### config.mk
export PLATFORM = sky130hd
export DESIGN_NAME = pvr_router
export DESIGN_NICKNAME = d
export VERILOG_FILES = /design/src/rtl/pvr_pkg.sv /design/src/rtl/pvr_cfg_reg.sv /design/src/rtl/pvr_src_mux.sv /design/src/rtl/pvr_out_stage.sv /design/src/rtl/pvr_router.sv
export SDC_FILE = /design/constraint.sdc
export NUM_CORES = 1
export LEC_CHECK = 0
export BUFFER_PORTS_ARGS = -buffer_cell sky130_fd_sc_hd__buf_2
export CORE_MARGIN = 5
export CORE_UTILIZATION = 47
export CTS_CLUSTER_SIZE = 16
export DETAILED_ROUTE_END_ITERATION = 10
export PLACE_DENSITY = 0.78
export SETUP_SLACK_MARGIN = 0.4
export SLEW_MARGIN = 20
export SYNTH_ARGS = -nofsm -noshare
export SYNTH_HDL_FRONTEND = slang
export SYNTH_SLANG_ARGS = --single-unit
### constraint.sdc
create_clock -name clk -period 1.75 [get_ports clk]
set_input_delay 0.0875 -clock clk [delete_from_list [all_inputs] [get_ports clk]]
set_output_delay 0.0875 -clock clk [all_outputs]
set_load 0.1 [all_outputs]
### src/rtl/pvr_pkg.sv
`timescale 1ns/1ps
package pvr_pkg;

    localparam int NUM_PH   = 3;
    localparam int SEL_W    = 2;
    localparam int CFG_W    = 32;
    // Selector field of destination k sits at [SEL_BASE+SEL_W*k +: SEL_W]
    localparam int SEL_BASE = 8;
    localparam int SEL_TOP  = SEL_BASE + SEL_W * NUM_PH - 1;

    typedef enum logic [1:0] {
        PH_A = 2'd0,
        PH_B = 2'd1,
        PH_C = 2'd2
    } phase_e;

    typedef enum logic [1:0] {
        SEL_OWN  = 2'b00,
        SEL_NEXT = 2'b01,
        SEL_SKIP = 2'b10,
        SEL_RSVD = 2'b11
    } sel_e;

    // Source phase = destination rotated forward by the code (mod 3).
    // The reserved code has no rotation.
    function automatic phase_e src_phase(phase_e dst, sel_e code);
        logic [2:0] step;
        logic [2:0] sum;
        case (code)
            SEL_NEXT: step = 3'd1;
            SEL_SKIP: step = 3'd2;
            default:  step = 3'd0;
        endcase
        sum = {1'b0, dst} + step;
        if (sum >= 3'd3) sum = sum - 3'd3;
        return phase_e'(sum[1:0]);
    endfunction

endpackage

### src/rtl/pvr_cfg_reg.sv
`timescale 1ns/1ps
module pvr_cfg_reg
    import pvr_pkg::*;
#(
    parameter int CW = CFG_W
) (
    input  logic          clk,
    input  logic          rst,
    input  logic          wr_en,
    input  logic [CW-1:0] wr_data,
    output logic [CW-1:0] rd_data,
    output sel_e          sel [NUM_PH]
);

    logic [CW-1:0] cfg_q;

    always_ff @(posedge clk) begin
        if (rst)        cfg_q <= '0;
        else if (wr_en) cfg_q <= wr_data;
    end

    assign rd_data = cfg_q;

    for (genvar k = 0; k < NUM_PH; k++) begin : g_field
        assign sel[k] = sel_e'(cfg_q[SEL_BASE + SEL_W*k +: SEL_W]);
    end

    p_reset_clear_r1: assert property (@(posedge clk) rst |=> rd_data == '0)
        else $error("config not cleared by reset");

    p_readback_r9: assert property (@(posedge clk) disable iff (rst)
        wr_en |=> rd_data == $past(wr_data))
        else $error("config readback differs from written word");

    p_cfg_hold_r9: assert property (@(posedge clk) disable iff (rst)
        !wr_en |=> $stable(rd_data))
        else $error("config changed without a write");

endmodule

### src/rtl/pvr_src_mux.sv
`timescale 1ns/1ps
module pvr_src_mux
    import pvr_pkg::*;
#(
    parameter int     SW  = 24,
    parameter phase_e DST = PH_A
) (
    input  logic signed [SW-1:0] smp [NUM_PH],
    input  sel_e                 sel,
    output logic signed [SW-1:0] routed
);

    phase_e src;

    always_comb begin
        src = src_phase(DST, sel);
        case (src)
            PH_B:    routed = smp[1];
            PH_C:    routed = smp[2];
            default: routed = smp[0];
        endcase
    end

endmodule

### src/rtl/pvr_out_stage.sv
`timescale 1ns/1ps
module pvr_out_stage
    import pvr_pkg::*;
#(
    parameter int SW = 24
) (
    input  logic                 clk,
    input  logic                 rst,
    input  logic                 valid_i,
    input  logic signed [SW-1:0] d [NUM_PH],
    output logic                 valid_o,
    output logic signed [SW-1:0] q [NUM_PH]
);

    always_ff @(posedge clk) begin
        if (rst) valid_o <= 1'b0;
        else     valid_o <= valid_i;
    end

    for (genvar k = 0; k < NUM_PH; k++) begin : g_lane
        always_ff @(posedge clk) begin
            if (rst)          q[k] <= '0;
            else if (valid_i) q[k] <= d[k];
        end

        p_capture_r6: assert property (@(posedge clk) disable iff (rst)
            valid_i |=> q[k] == $past(d[k]))
            else $error("lane %0d did not capture routed sample", k);

        p_hold_r7: assert property (@(posedge clk) disable iff (rst)
            !valid_i |=> $stable(q[k]))
            else $error("lane %0d changed without strobe", k);

        p_lane_reset_r1: assert property (@(posedge clk) rst |=> q[k] == '0)
            else $error("lane %0d not cleared by reset", k);
    end

    p_strobe_r6: assert property (@(posedge clk) disable iff (rst)
        valid_i |=> valid_o)
        else $error("output strobe missing");

    p_strobe_idle_r7: assert property (@(posedge clk) disable iff (rst)
        !valid_i |=> !valid_o)
        else $error("output strobe without input sample");

endmodule

### src/rtl/pvr_router.sv
`timescale 1ns/1ps
module pvr_router
    import pvr_pkg::*;
#(
    parameter int SW = 24
) (
    input  logic                 clk,
    input  logic                 rst,
    input  logic                 cfg_wr_en,
    input  logic [CFG_W-1:0]     cfg_wr_data,
    output logic [CFG_W-1:0]     cfg_rd_data,
    input  logic                 smp_valid_i,
    input  logic signed [SW-1:0] smp_a_i,
    input  logic signed [SW-1:0] smp_b_i,
    input  logic signed [SW-1:0] smp_c_i,
    output logic                 out_valid_o,
    output logic signed [SW-1:0] out_a_o,
    output logic signed [SW-1:0] out_b_o,
    output logic signed [SW-1:0] out_c_o
);

    sel_e                 sel    [NUM_PH];
    logic signed [SW-1:0] smp    [NUM_PH];
    logic signed [SW-1:0] routed [NUM_PH];
    logic signed [SW-1:0] q      [NUM_PH];

    assign smp[0] = smp_a_i;
    assign smp[1] = smp_b_i;
    assign smp[2] = smp_c_i;

    pvr_cfg_reg #(.CW(CFG_W)) u_cfg (
        .clk     (clk),
        .rst     (rst),
        .wr_en   (cfg_wr_en),
        .wr_data (cfg_wr_data),
        .rd_data (cfg_rd_data),
        .sel     (sel)
    );

    for (genvar k = 0; k < NUM_PH; k++) begin : g_path
        pvr_src_mux #(.SW(SW), .DST(phase_e'(k))) u_mux (
            .smp    (smp),
            .sel    (sel[k]),
            .routed (routed[k])
        );
    end

    pvr_out_stage #(.SW(SW)) u_out (
        .clk     (clk),
        .rst     (rst),
        .valid_i (smp_valid_i),
        .d       (routed),
        .valid_o (out_valid_o),
        .q       (q)
    );

    assign out_a_o = q[0];
    assign out_b_o = q[1];
    assign out_c_o = q[2];

    // Port-level routing checks against the live selector fields
    p_route_a_next_r2: assert property (@(posedge clk) disable iff (rst)
        smp_valid_i && sel[0] == SEL_NEXT |=> out_a_o == $past(smp_b_i))
        else $error("path A code 01 not routed from phase B");

    p_route_a_skip_r2: assert property (@(posedge clk) disable iff (rst)
        smp_valid_i && sel[0] == SEL_SKIP |=> out_a_o == $past(smp_c_i))
        else $error("path A code 10 not routed from phase C");

    p_route_b_next_r3: assert property (@(posedge clk) disable iff (rst)
        smp_valid_i && sel[1] == SEL_NEXT |=> out_b_o == $past(smp_c_i))
        else $error("path B code 01 not routed from phase C");

    p_route_b_skip_r3: assert property (@(posedge clk) disable iff (rst)
        smp_valid_i && sel[1] == SEL_SKIP |=> out_b_o == $past(smp_a_i))
        else $error("path B code 10 not routed from phase A");

    p_route_c_next_r4: assert property (@(posedge clk) disable iff (rst)
        smp_valid_i && sel[2] == SEL_NEXT |=> out_c_o == $past(smp_a_i))
        else $error("path C code 01 not routed from phase A");

    p_route_c_skip_r4: assert property (@(posedge clk) disable iff (rst)
        smp_valid_i && sel[2] == SEL_SKIP |=> out_c_o == $past(smp_b_i))
        else $error("path C code 10 not routed from phase B");

    p_rsvd_own_r5: assert property (@(posedge clk) disable iff (rst)
        smp_valid_i && sel[0] == SEL_RSVD && sel[1] == SEL_RSVD && sel[2] == SEL_RSVD
        |=> out_a_o == $past(smp_a_i) && out_b_o == $past(smp_b_i) && out_c_o == $past(smp_c_i))
        else $error("reserved code did not route own phase");

    p_write_boundary_r8: assert property (@(posedge clk) disable iff (rst)
        cfg_wr_en && smp_valid_i && sel[0] == SEL_OWN |=> out_a_o == $past(smp_a_i))
        else $error("write changed routing of coincident sample");

    p_out_reset_r1: assert property (@(posedge clk) rst |=> !out_valid_o)
        else $error("output strobe set after reset");

endmodule

==> results of run 1 <==
cells by family (layout without fill, tap and decap cells):
| group | after synthesis | count (layout) | share of synthesized area, % |
|---|---|---|---|
| buffers and inverters | 56 | 317 | 5.705 |
| other | 0 | 1 | 0 |
| AO/OA/AOI/OAI | 144 | 144 | 27.16 |
| flip-flops | 105 | 105 | 45.86 |
| AND/OR/NAND/NOR | 124 | 127 | 12.64 |
| multiplexers | 32 | 32 | 6.989 |
| adder cells (fa/ha/maj) | 6 | 6 | 1.638 |
flip-flops by register name, indices dropped and copies added, names as in the netlist:
| name | flops |
|---|---|
| u_out.valid_o | 1 |
| u_cfg.rd_data | 32 |
| u_out.q | 72 |
worst paths after layout:
path / start / endpoint / cells past startpoint
min reg2reg: u_out.q[0] / u_out.q[0] / 2
max: u_cfg.rd_data[8] / u_out.q[60] / 6
min: smp_a_i[8] / u_out.q[56] / 3
max reg2reg: u_cfg.rd_data[8] / u_out.q[60] / 6
critical path: stages (launching register included):
cell	delay (ps)
dfxtp_4	370
inv_2	40
ha_4	240
nand2b_4	200
buf_12	180
a221oi_2	180
nor3_1	80
metal layers:
metal  routed length [um]  track usage (%)
met1                 7057            35.41
met2                 9586            52.12
met3                 1831            7.460
met4                  630            11.81
met5                    0                0
power groups by stage:
stage / Clock (uW) / Sequential [uW] / Combinational (uW)
2_1_floorplan: 0 / 4100 / 788
3_3_place_gp: 0 / 2740 / 2610
3_5_place_dp: 0 / 2750 / 2630
4_1_cts: 1670 / 2690 / 2820
5_1_grt: 1780 / 2720 / 3210
6_report: 1680 / 2700 / 3110
synth_stat cells, types with 2 or more instances:
cell type,count
nand2_1,2
clkbuf_1,20
a2111oi_1,7
buf_4,3
mux2i_1,32
a221oi_1,72
dfxtp_1,105
o21ai_0,2
o22ai_1,47
nor2_1,55
inv_1,6
a2111oi_2,16
ha_1,6
nor3_1,49
buf_2,26
nand2b_2,2
nor2b_1,12
nand3b_1,2
metrics by stage:
| step | utilization (%) | std cells | instance area, sq um |
|---|---|---|---|
| 4_1_cts | 72.87 | 839 | 7024 |
| 3_5_place_dp | 64.14 | 772 | 6182 |
| 2_1_floorplan | - | 467 | 5273 |
| 6_report | 79.62 | 865 | 7675 |
| 5_1_grt | 79.60 | 864 | 7672 |
| 3_3_place_gp | 64.14 | 772 | 6182 |
area by class of cell:
type / instances / area share [%]
tap: 133 / 2.168
clock buffer: 10 / 1.940
antenna: 1 / 0.03261
clock inverter: 6 / 0.9292
inverter: 6 / 0.3261
timing repair buffer: 295 / 26.41
multi-input combinational: 309 / 40.27
sequential: 105 / 27.93
timing repair:
action / CTS / global route
gates cloned: 3 / 1
pin swaps: 4 / 9
buffers inserted: 16 / 24
hold endpoints to repair: 32 / 0
setup endpoints to repair: 72 / 73
hold buffers: 32 / 0
resized for setup: 13 / 41
==> run metrics, run 1 <==
Min-Delay Path Class=input pin to flip-flop; cts bufs inserted=9; Register Area=2143 sq um; final total power=7481 uW; max-slew violations=0; Wirelength per Cell=22.09 um; global-route wire length before repair=27790 um; drt initial violations=359; Final GP Congestion=0.8477; clock share of power=22.4%; most frequent cells in the layout=buf_2, dfxtp_1, nor2_1, a221oi_2, o22ai_1; Reg clk slew, reported paths=110 ps; H-tree level count=3; DP Worst Slack=-17.86 ps; Area contributors post-synth=dfxtp_1, a221oi_1, mux2i_1, o22ai_1, nor3_1; Vias/cell=6.185; Initial DRT Pass Iterations=5; Syn-to-layout area delta=67.46%; Sw Share=43.98%; Post-Synthesis Cells=467; Net Count, Synth=581; HPWL Detailed=11230 um; # Max-Cap Violations=0; Distinct cells, synth=21; setup slack after layout=279.7 ps; register area share after synthesis=45.86%; largest net degree at the start of global routing=52; CP startpoint kind=flip-flop; DR vias=5350; Final Hold Vio Count=0; DRC Markers=0; row cnt=36; Die Span Y=108.8 um; CP endpoint kind=flip-flop; Least-Margin Pin Slew=713.2 ps; fmax=0.6801 GHz; Syn. warnings=0; Leak=0.003334 uW; Comb pwr share=41.5%; Die ar.=11830 sq um; CP Data Required Time=1980 ps; critical path class=flip-flop to flip-flop; status=completed; Reg power frac=36.1%; CTS root buffer=clkbuf_8; fill count=620; antenna violations before repair=0; core area=9639 sq um; Critical Path Fanout Max=7; Pint=4191 uW; clk_skew=15.13 ps; share of layout cells above drive strength 1=56.22%; Yosys reg bits=105; footprint of the multi-input gates=3090 sq um; Die Width=108.8 um; GRT Util Overall=29.97%; total gr overflow=0; net switching power=3290 uW; Initial Utilization=47.55%; Synth top area share=45.86%; Syn Area/Cell=9.814 sq um; Setup Total Neg Slack=0 ps; cell area power density=974.8 nW/um^2; antenna viol nets, final=0; ys flop type=dfxtp_1; Nets=840; Final setup violation count=0; RSZ-0062 raised after global routing=true; CTS tree=done; asr flop ratio synth=0%; Sink Count=105; most common cell after layout, fill and taps aside=buf_2; peak supply drop=0.5509 mV; Mapped Area=4583 sq um; Bufs on Longest Clock Path=2; worst rel slew slack=52.45%; worst hold slack=35.93 ps; period utilization=84.02%; port bufs=212; Clock Latency Late Sink=380 ps; most area-hungry cell type in the Yosys netlist=dfxtp_1; CP arrival=1700 ps; number of global-route vias before repair=5353; flop-to-flop setup slack=280 ps; Post-synth EDFFs=0; Final Critical Period=1470 ps; drt total wl=19110 um; I/O Pins=213
(Power assumes the default switching activity.)
==> inputs of run 2 (changes only) <==
==> constraint.sdc (replaced) <==
create_clock -name clk -period 1.4 [get_ports clk]
set_input_delay 0.07 -clock clk [delete_from_list [all_inputs] [get_ports clk]]
set_output_delay 0.07 -clock clk [all_outputs]
set_load 0.1 [all_outputs]
==> run 2 against run 1 <==
Against the previous run:
- area after synthesis is the same
- synthesized cell count unchanged
- the flow now stops in global routing
==> run metrics, run 2 <==
cts bufs inserted=9; largest net degree at the start of global routing=40; status=stopped before the end; register area share after synthesis=45.86%; CTS root buffer=clkbuf_8; Net Count, Synth=581; Syn Area/Cell=9.814 sq um; GR repair worst EP=u_out.q[64]$_SDFFE_PP0P_/D; port bufs=212; Distinct cells, synth=21; Stop Error=[ERROR DPL-0038] Utilization greater than 100%, impossible to legalize; Halt Stage=global routing; Mapped Area=4583 sq um; H-tree level count=3; ys flop type=dfxtp_1; Die Width=108.8 um; most area-hungry cell type in the Yosys netlist=dfxtp_1; I/O Pins=213; HPWL Detailed=11810 um; Area contributors post-synth=dfxtp_1, a221oi_1, mux2i_1, o22ai_1, nor3_1; dpl cell area=6548 sq um; Sink Count=105; Final GP Congestion=0.8827; Bufs on Longest Clock Path=2; category of the worst endpoint=register data pin; Post-synth EDFFs=0; Die Span Y=108.8 um; Post-Synthesis Cells=467; Initial Utilization=47.55%; Synth top area share=45.86%; Yosys reg bits=105; asr flop ratio synth=0%; row cnt=36; top-count cell post-synth=dfxtp_1; commonest cells in the netlist=dfxtp_1, a221oi_1, nor2_1; Syn. warnings=0
[run 2: cell counts after synthesis]
No cell type changed its count.
[run 2: kinds of logic after synthesis]
family                   count (synthesis)  share of synthesized area [%]
multiplexers                            32                          6.989
flip-flops                             105                          45.86
adder cells (fa/ha/maj)                  6                          1.638
AND/OR/NAND/NOR                        124                          12.64
buffers and inverters                   56                          5.705
AO/OA/AOI/OAI                          144                          27.16
[run 2: what timing repair did]
item	CTS
pin swaps	2
buffers inserted	19
endpoints found under the hold margin	32
cloned	1
endpoints found under the setup margin	177
hold buffers	32
resized for setup	487
[run 2: stage by stage]
stage,instances,TNS [ps],util (%),setup WS (ps)
CTS,862,0,92.59,18.73
detailed placement,794,-304.0,67.93,-133.9
global placement,794,-11.46,67.93,-7.638
floorplan,467,-4033,-,-78.92
==> inputs of run 3 (changes only) <==
--- a/config.mk
+++ b/config.mk
@@ -7,11 +7,9 @@
 export LEC_CHECK = 0
 export BUFFER_PORTS_ARGS = -buffer_cell sky130_fd_sc_hd__buf_2
 export CORE_MARGIN = 5
-export CORE_UTILIZATION = 47
-export CTS_CLUSTER_SIZE = 16
+export CORE_UTILIZATION = 40
 export DETAILED_ROUTE_END_ITERATION = 10
-export PLACE_DENSITY = 0.78
-export SETUP_SLACK_MARGIN = 0.4
+export PLACE_DENSITY_LB_ADDON = 0.15
 export SLEW_MARGIN = 20
 export SYNTH_ARGS = -nofsm -noshare
 export SYNTH_HDL_FRONTEND = slang
==> run 3 against run 2 <==
Against the previous run:
- the flow now finishes without violations
==> run metrics, run 3 (same netlist as run 1, synthesis figures left out) <==
antenna viol nets, final=0; share of layout cells above drive strength 1=53.60%; most frequent cells in the layout=buf_2, dfxtp_1, a221oi_2, nor2_1; peak supply drop=0.7201 mV; antenna violations before repair=0; Die Span Y=117.0 um; DRC Markers=0; RSZ-0062 raised after global routing=true; CP max stage delay=370 ps; worst rel slew slack=60.75%; largest net degree at the start of global routing=47; CP top delay family=flip-flops; CP Data Required Time=1630 ps; Least-Margin Pin Slew=588.7 ps; Most flops, register=u_out.q; max-slew violations=0; Inserted Diodes=0; number of global-route vias before repair=5154; H-tree level count=3; period utilization=98.86%; final total power=9618 uW; Bufs on Longest Clock Path=2; DP Worst Slack=-63.17 ps; most common cell after layout, fill and taps aside=buf_2; Sink Count=105; CP arrival=1610 ps; I/O Pins=213; Sw Share=40.82%; cell area power density=1327 nW/um^2; Final setup violation count=0; CP Cell Sequence=inv_2 > ha_4 > buf_12 > buf_4 > a221oi_2 > nor3_1; CP startpoint kind=flip-flop; Syn-to-layout area delta=58.18%; Comb pwr share=37.1%; Setup Total Neg Slack=0 ps; clk_skew=5.959 ps; Leak=0.003210 uW; total gr overflow=0; status=completed; net switching power=3926 uW; CTS tree=done; Reg power frac=35.1%; fmax=0.7225 GHz; Pint=5692 uW; critical path class=flip-flop to flip-flop; setup slack after layout=15.92 ps; drt total wl=17000 um; Initial Utilization=40.48%; drt initial violations=279; clock share of power=27.8%; row cnt=39; CTS root buffer=clkbuf_16; # Max-Cap Violations=0; Initial DRT Pass Iterations=5; core area=11320 sq um; fill count=921; Final Critical Period=1384 ps; port bufs=212; cts bufs inserted=9; Inst Count DP=799; Critical Path Fanout Max=9; DR vias=4921; post-route cell area=7249 sq um; Final Hold Vio Count=0; Vias/cell=5.776; Final GP Congestion=0.8160; HPWL Detailed=11760 um; Buffers & Inverters on Critical Path=3; Largest register FFs=72; Nets=818; Reg clk slew, reported paths=70 ps; Min-Delay Path Class=input pin to flip-flop; dpl cell area=6454 sq um; Die Width=117.0 um; post-route insts no fill=852; global-route wire length before repair=25950 um; GRT Util Overall=23.88%; CP endpoint kind=flip-flop; Wirelength per Cell=19.95 um; Die ar.=13700 sq um; Clock Latency Late Sink=340 ps; Slowest-stage cell, CP=dfxtp_4
[run 3: final timing paths]
path                          start  depth (start not counted)                 to  slack, ps
hold reg to reg         u_out.q[58]                          2        u_out.q[58]        490
setup reg to reg  u_cfg.rd_data[10]                          6        u_out.q[43]         20
setup / recovery  u_cfg.rd_data[10]                          6        u_out.q[43]         20
hold / removal      cfg_wr_data[15]                          3  u_cfg.rd_data[15]         20
[run 3: power groups by stage]
stage | logic, uW | clock network [uW] | registers [uW]
2_1_floorplan | 978 | 0 | 5130
3_3_place_gp | 3390 | 0 | 3430
3_5_place_dp | 3420 | 0 | 3440
4_1_cts | 3490 | 2740 | 3370
5_1_grt | 3720 | 2870 | 3400
6_report | 3570 | 2670 | 3370
[run 3: metrics by stage]
stage / utilization, % / hold WS (ps)
after floorplan: - / 216.0
after global routing: 64.04 / 56.51
final: 64.04 / 15.05
after detailed placement: 57.01 / 312.1
after CTS: 62.75 / 22.49
after global placement: 57.01 / 303.2
[run 3: cell type report]
class | instances | area [sq um] | area share (%)
Multi-Input combinational cell | 306 | 2744 | 37.85
Sequential cell | 105 | 2143 | 29.57
Timing Repair Buffer | 276 | 1836 | 25.32
Clock buffer | 11 | 264.0 | 3.642
Tap cell | 143 | 178.9 | 2.468
Clock inverter | 5 | 61.31 | 0.8457
Inverter | 6 | 22.52 | 0.3107
[run 3: layer usage]
metal | routed length, um | part of all wire (%) | GRT usage [%] | vias to the layer above
li1 | - | - | - | 2326
met1 | 7009 | 41 | 29.54 | 2376
met2 | 8327 | 49 | 41.03 | 198
met3 | 1362 | 8.0 | 4.833 | 21
met4 | 299 | 1.8 | 8.945 | 0
met5 | 0 | 0 | 0 | -
[run 3: worst register-to-register path, cell delays in order (launching register included)]
cell and delay, ps:
dfxtp_4 370, inv_2 40, ha_4 280, buf_12 170, buf_4 140, a221oi_2 210
nor3_1 60
[run 3: timing repair]
| action | CTS | global route |
|---|---|---|
| hold buffers | 31 | 0 |
| endpoints found under the hold margin | 31 | 0 |
| endpoints found under the setup margin | 3 | 43 |
| pin swaps | 0 | 2 |
| buffers inserted | 1 | 4 |
| gates cloned | 0 | 1 |
| gates resized for setup | 0 | 14 |
==> inputs of run 4 (changes only) <==
--- a/config.mk
+++ b/config.mk
@@ -9,7 +9,7 @@
 export CORE_MARGIN = 5
 export CORE_UTILIZATION = 40
 export DETAILED_ROUTE_END_ITERATION = 10
-export PLACE_DENSITY_LB_ADDON = 0.15
+export PLACE_DENSITY = 0.7
 export SLEW_MARGIN = 20
 export SYNTH_ARGS = -nofsm -noshare
 export SYNTH_HDL_FRONTEND = slang
==> run 4 against run 3 <==
Against the previous run:
- the run now ends with negative setup slack left
- sequential power hardly changed
- combinational power is 3% higher
- routed wire length is 3.5% higher
- die area stayed put
- cell area is 2.5% higher
- first-iteration DRC count is 3.9% lower
- utilization is 1.6 points higher
- flip-flop and latch count stayed put
- worst setup slack worse by 23 ps
- critical path type unchanged
- highest routed layer unchanged
==> run metrics, run 4 (same netlist as run 1, synthesis figures left out) <==
antenna viol nets, final=0; Critical Path Fanout Max=6; Buffers & Inverters on Critical Path=2; Setup Total Neg Slack=-7.204 ps; max-slew violations=0; CP Data Required Time=1590 ps; DRC Markers=0; CP startpoint kind=flip-flop; Syn-to-layout area delta=62.08%; antenna violations before repair=0; Clock Latency Late Sink=350 ps; CP top delay family=flip-flops; Nets=831; # Max-Cap Violations=0; drt total wl=17590 um; Slowest-stage cell, CP=dfxtp_4; clk_skew=6.018 ps; status=complete, but fails checks; critical path class=flip-flop to flip-flop; HPWL Detailed=12140 um; CTS root buffer=clkbuf_16; I/O Pins=213; Bufs on Longest Clock Path=2; Initial DRT Pass Iterations=4; footprint of the multi-input gates=2843 sq um; period utilization=100.5%; Die Span Y=117.0 um; Wirelength per Cell=20.34 um; fill count=900; flop-to-flop setup slack=-7 ps; Final Hold Vio Count=0; failing checks=negative setup slack; Final setup violation count=1; CP endpoint kind=flip-flop; CP arrival=1600 ps; row cnt=39; DR vias=5124; CP max stage delay=380 ps; cts bufs inserted=9; Least-Margin Pin Slew=763.0 ps; Final GP Congestion=0.8755; share of layout cells above drive strength 1=54.65%; CP Cell Sequence=inv_2 > ha_4 > nand2b_4 > buf_4 > a221oi_1 > a2111oi_1; most common cell after layout, fill and taps aside=buf_2; crit path to=u_out.q[1]; Sink Count=105; global-route wire length before repair=26630 um; peak supply drop=0.8127 mV; GRT Util Overall=24.64%; worst reg2reg path startpoint=u_cfg.rd_data[13]; port bufs=212; Most flops, register=u_out.q; total gr overflow=0; Register Area=2143 sq um; CTS tree=done; Vias/cell=5.924; Reg2Reg Depth=6; RSZ-0062 raised after global routing=true; Leak=0.003278 uW; fmax=0.7106 GHz; worst r2r dst=u_out.q[1]; Largest register FFs=72; worst rel slew slack=49.14%; drt initial violations=268; Die ar.=13700 sq um; core area=11320 sq um; WHS Path Cells=3; largest net degree at the start of global routing=54; Final Critical Period=1407 ps; hold_sp=cfg_wr_data[23]; DP Worst Slack=11.27 ps; Reg clk slew, reported paths=70 ps; CP startpoint=u_cfg.rd_data[13]; Min-Delay Path Class=input pin to flip-flop; setup slack after layout=-7.204 ps; number of global-route vias before repair=5235; Initial Utilization=40.48%; H-tree level count=3; Crit path depth=6; final total power=9593 uW; Die Width=117.0 um; most frequent cells in the layout=buf_2, dfxtp_1, nor2_1, a221oi_2; cell area power density=1291 nW/um^2
-- run 4: stage by stage --
stage          area (sq um)  cells  util [%]  hold WS [ps]
6_report               7428    865     65.62         1.113
5_1_grt                7426    864     65.59         18.13
4_1_cts                7161    856     63.25         1.494
3_5_place_dp           6521    808     57.60         312.6
3_3_place_gp           6521    808     57.60         302.3
2_1_floorplan          5256    467         -         216.0
-- run 4: where the power goes --
part	switching (uW)	internal (uW)	total, uW	leakage (uW)
Sequential	145	3230	3370	0.000879
Clock	1150	1410	2550	0.000151
Combinational	2710	958	3660	0.00225
-- run 4: area by class of cell --
type / count / share of cell area, %
Antenna cell: 1 / 0.03369
Clock inverter: 4 / 0.3200
Clock buffer: 11 / 3.706
Inverter: 6 / 0.3369
Tap cell: 143 / 2.409
Timing Repair Buffer: 289 / 26.07
Sequential cell: 105 / 28.85
Multi-Input combinational cell: 306 / 38.27
-- run 4: worst min-delay path by stage --
stage / to
after floorplan: u_cfg.rd_data[10]
after global placement: u_cfg.rd_data[11]
after detailed placement: u_cfg.rd_data[12]
after CTS: u_cfg.rd_data[23]
after global routing: u_cfg.rd_data[23]
final: u_cfg.rd_data[23]
-- run 4: worst min-delay path, delay by kind of cell --
family	cells	cell delay (ps)
buffers and inverters	1	80
muxes	1	60
and+or+nand+nor	1	90
-- run 4: metal layers --
layer	share of wire, %	up-vias	GRT usage, %	routed length (um)
met1	40	2530	29.13	7020
met4	1.9	0	9.786	328
met5	0	-	0	0
li1	-	2351	-	-
met2	51	214	43.12	8931
met3	7.5	29	5.758	1311
-- run 4: what timing repair did --
item / in CTS / in global routing
buffers inserted: 2 / 7
hold endpoints to repair: 31 / 0
pin swaps: 1 / 5
cloned: 0 / 1
hold buffers: 31 / 0
resized for setup: 3 / 27
endpoints found under the setup margin: 6 / 51
